File: src/rtl/prbs_chk_pkg.sv
package prbs_chk_pkg;
  // Sequence generator shape: x^7 + x^6 + 1
  localparam int PRBS_ORD = 7;
  localparam int TAP_HI   = 6;
  localparam int TAP_LO   = 5;

  // Status word field positions (software decodes these)
  localparam int SW_W        = 16;
  localparam int SB_LOSS     = 13;
  localparam int SB_PDONE    = 12;
  localparam int SB_PBUSY    = 11;
  localparam int SB_PKT_OV   = 10;
  localparam int SB_BYTE_OV  = 9;
  localparam int SB_LOCK     = 8;

  // Command bit positions
  localparam int CB_LATCH = 0;
  localparam int CB_CLEAR = 1;

  typedef enum logic [1:0] {
    SY_SEED  = 2'd0,
    SY_TRAIN = 2'd1,
    SY_LOCK  = 2'd2
  } sync_st_e;
endpackage

File: src/rtl/prbs_sync.sv
module prbs_sync
  import prbs_chk_pkg::*;
#(
  parameter int DATA_W   = 8,
  parameter int GOOD_RUN = 8,
  parameter int BAD_RUN  = 4
) (
  input  logic                              clk,
  input  logic                              rst,
  input  logic                              in_valid,
  input  logic [DATA_W-1:0]                 in_data,
  output logic                              locked,
  output logic [$clog2(DATA_W+1)-1:0]       err_bits
);
  localparam int NB_W   = $clog2(DATA_W + 1);
  localparam int RUN_MX = (GOOD_RUN > BAD_RUN) ? GOOD_RUN : BAD_RUN;
  localparam int RUN_W  = $clog2(RUN_MX + 1);

  sync_st_e              st_q;
  logic [PRBS_ORD-1:0]   lfsr_q, lfsr_d;
  logic [RUN_W-1:0]      run_q;
  logic [DATA_W-1:0]     mism;
  logic [NB_W-1:0]       nmis;

  // Bit-serial walk over the byte, earliest bit first
  always_comb begin
    logic [PRBS_ORD-1:0] s;
    logic                pb;
    s    = lfsr_q;
    mism = '0;
    for (int i = DATA_W - 1; i >= 0; i--) begin
      pb      = s[TAP_HI] ^ s[TAP_LO];
      mism[i] = pb ^ in_data[i];
      s       = {s[PRBS_ORD-2:0], (st_q == SY_LOCK) ? pb : in_data[i]};
    end
    lfsr_d = s;
    nmis   = '0;
    for (int i = 0; i < DATA_W; i++) nmis = nmis + NB_W'(mism[i]);
  end

  always_ff @(posedge clk) begin
    if (rst) begin
      st_q   <= SY_SEED;
      lfsr_q <= '0;
      run_q  <= '0;
    end else if (in_valid) begin
      lfsr_q <= lfsr_d;
      case (st_q)
        SY_SEED: begin
          st_q  <= SY_TRAIN;
          run_q <= '0;
        end
        SY_TRAIN: begin
          if (nmis != '0) run_q <= '0;
          else if (run_q == RUN_W'(GOOD_RUN - 1)) begin
            st_q  <= SY_LOCK;
            run_q <= '0;
          end else run_q <= run_q + 1'b1;
        end
        default: begin
          if (nmis == '0) run_q <= '0;
          else if (run_q == RUN_W'(BAD_RUN - 1)) begin
            st_q  <= SY_SEED;
            run_q <= '0;
          end else run_q <= run_q + 1'b1;
        end
      endcase
    end
  end

  assign locked   = (st_q == SY_LOCK);
  assign err_bits = (in_valid && st_q == SY_LOCK) ? nmis : '0;
endmodule

File: config.mk
export PLATFORM = sky130hd
export DESIGN_NAME = prbs_sync
export DESIGN_NICKNAME = d
export VERILOG_FILES = /design/src/rtl/prbs_chk_pkg.sv /design/src/rtl/prbs_sync.sv
export SDC_FILE = /design/constraint.sdc
export NUM_CORES = 1
export LEC_CHECK = 0
export BUFFER_PORTS_ARGS = -buffer_cell sky130_fd_sc_hd__buf_2
export CORE_MARGIN = 1
export CORE_UTILIZATION = 59
export CTS_CLUSTER_SIZE = 12
export DETAILED_ROUTE_END_ITERATION = 16
export PLACE_DENSITY = 0.93
export SLEW_MARGIN = 20
export SYNTH_ARGS = -nofsm -noshare
export SYNTH_HDL_FRONTEND = slang
export SYNTH_SLANG_ARGS = --single-unit
File: constraint.sdc
create_clock -name clk -period 6.3 [get_ports clk]
set_input_delay 0.63 -clock clk [delete_from_list [all_inputs] [get_ports clk]]
set_output_delay 0.63 -clock clk [all_outputs]
set_load 0.03 [all_outputs]
==> results.cfg <==
[run_status]
outcome = complete, but fails checks
violations = DRC

[global_routing]
antenna_found_initial = 0
first_global_vias = 881
grt_pass1_wl_um = 3800
grt-ovfl-total = 0
grt_max_degree = 15
grtUsageTotal = 0.268

[clocking]
postCtsHoldBufs = 0
cts_max_level = 1
cts_num_sinks = 13
ctsResizeCount = 0
post-cts-setup-buffers = 0
cts_tree = yes
clock_latency_ns = 0.29
cts-buffers-inserted = 3
clockBufferDepth = 2
path_clk_slew_ns = 0.08
clockRootBuffer = clkbuf_4

[detailed_routing]
wire_per_inst_um = 14.0
ant_nets = 0
drtIter0Drc = 31
wl_um = 2210
vias = 905
vias_per_cell = 5.73
dr.pass1.iters = 10
drc = 1

[synth]
synth_enable_flop_cells = 0
syn-num-nets = 146
netlist_area_sq_um = 1050
ys_warn_count = 0
async_flop_share = 0
synth_cell_types = 36
ys_seq_area_frac = 0.249
synth_cells = 127
ys_seq_elements = 13
avgSynthCellArea_sq_um = 8.24
ys.flop_type = dfxtp_1

[layout]
fillerInstances = 114
diodes = 0
drive_gt1_frac = 0.176
stdcell_area_sq_um = 1150
area_growth_pct = 9.93
nNetsFinal = 162

[setup_path]
cpPeakStageDelay_ns = 0.54
cp_num_buf_inv = 5
cp.required_ns = 5.67
worstPathCellList = nand2b_1 > inv_2 > nand2_1 > o21ai_0 > xnor2_1 > fa_1 > inv_1 > fa_1 > fa_1 > inv_1 > ha_1 > inv_1 > fa_1 > xor2_1 > nor2_1 > buf_2
cp-start-kind = flip-flop
crit_family = adder cells
slowest_stage = fa_1
endpoint_kind = primary output
arrival_ns = 4.39
cp_common_cell = fa_1
path_class = reg -> out
crit_fanout = 10

[min_path]
hp-class = reg -> reg

[timing]
setup_viol = 0
slew_headroom = 0.745
post-route-period-util = 0.796
tns_ns = 0
min_period_ns = 5.02
worstMarginPinSlew_ns = 0.381
hold_viol_final = 0
hold_ws_ns = 0.484
rsz0062_at_grt = false
skew_ns = 0.000885
maxSlewViolCount = 0
max_freq_mhz = 199

[power]
p_per_area_nw_per_um2 = 286
irDropWorstVdd_mv = 0.174
p_leak_nw = 0.528

[floorplan]
floorplan.initialDensity = 0.663
core_sq_um = 1580
die_y_um = 44.1
dieArea_sq_um = 1950
die_w_um = 44.1
num_rows = 14
io_pins = 16

[job]
drv_cap = 0

[placement]
dpl_cell_area_sq_um = 1120
dp_hpwl_um = 1760
gp_congestion = 0.800
io_buffers = 15
metrics by stage:
stage	setup WS [ns]	util	power, W	instances
detailed placement	1.61	0.713	0.000274	154
CTS	1.30	0.729	0.000329	158
floorplan	1.76	-	0.000231	127
global placement	1.79	0.713	0.000256	154
finish	1.28	0.729	0.000329	158
global route	1.01	0.729	0.000357	158
worst reg2reg max path: cells and delay by family, from the launching register on:
family,cells,cell delay [ns]
buf+inv,4,0.43
flops,1,0.46
simple gates,4,0.68
compound gates,4,0.66
fa+ha+maj,5,2.27
xor+xnor,1,0.12
sequential cells by signal, summed over array words and instances (netlist names):
register / count
st_q: 2
run_q: 4
lfsr_q: 7
power by group:
group / switching (W) / internal, W
clock: 0.0000301 / 0.0000247
combinational: 0.000107 / 0.0000768
sequential: 0.00000427 / 0.0000861
cell usage in the layout, fill, tap and decap left out, drive strengths merged:
cell type,instances
a211o,1
and4bb,1
xor2,9
o2111a,1
o41ai,1
nand2,14
o21a,1
a21oi,5
a311oi,1
nor3,5
nor2,12
nand3b,2
mux2i,3
a21o,4
xnor2,11
nand2b,2
and2b,1
fa,4
a31oi,1
dfxtp,13
o211ai,2
a211oi,1
and3,1
o22ai,1
nor2b,2
inv,11
or3b,1
nand3,2
ha,4
buf,15
and3b,1
clkbuf,4
o21ai,4
o31ai,1
cell usage after synthesis (all sizes together), types with 3 or more instances:
cell type / instances / area share
dfxtp: 13 / 0.25
nor3: 5 / 0.024
nor2: 12 / 0.043
ha: 4 / 0.048
nand2: 14 / 0.050
inv: 11 / 0.039
mux2i: 3 / 0.029
xnor2: 11 / 0.092
xor2: 9 / 0.075
a21oi: 5 / 0.024
fa: 4 / 0.077
a21o: 4 / 0.029
o21ai: 4 / 0.023
final timing paths:
check	from	to	slack [ns]	cells past startpoint
setup / recovery	st_q[1]$_SDFFE_PP0P_	err_bits[2]	1.28	16
hold / removal	run_q[1]$_SDFFE_PP0P_	run_q[1]$_SDFFE_PP0P_	0.48	2
setup reg to reg	st_q[1]$_SDFFE_PP0P_	run_q[3]$_SDFFE_PP0P_	1.62	18
hold reg to reg	run_q[1]$_SDFFE_PP0P_	run_q[1]$_SDFFE_PP0P_	0.48	2
area by class of cell:
class / instances / area [sq um] / share of cell area
Timing Repair Buffer: 15 / 75.1 / 0.0653
Multi-Input combinational cell: 99 / 727 / 0.632
Tap cell: 16 / 20.0 / 0.0174
Sequential cell: 13 / 260 / 0.226
Inverter: 11 / 41.3 / 0.0359
Clock buffer: 4 / 26.3 / 0.0229
layer usage:
metal | routed length [um] | share of wire | vias up | track usage
li1 | - | - | 459 | -
met1 | 1010 | 0.46 | 417 | 0.325
met2 | 1070 | 0.49 | 24 | 0.459
met3 | 84 | 0.038 | 5 | 0.0367
met4 | 45 | 0.020 | 0 | 0.139
met5 | 0 | 0 | - | 0
logic make-up (layout without fill, tap and decap cells):
| group | Yosys count | after routing | share of synthesized area |
|---|---|---|---|
| DFF | 13 | 13 | 0.249 |
| and+or+nand+nor | 44 | 44 | 0.208 |
| buffers and inverters | 15 | 30 | 0.0562 |
| xor gates and xnor gates | 20 | 20 | 0.167 |
| AOI/OAI and AO/OA | 24 | 24 | 0.166 |
| muxes | 3 | 3 | 0.0287 |
| adders and majority gates | 8 | 8 | 0.124 |
Power figures use the tool's default switching activity.
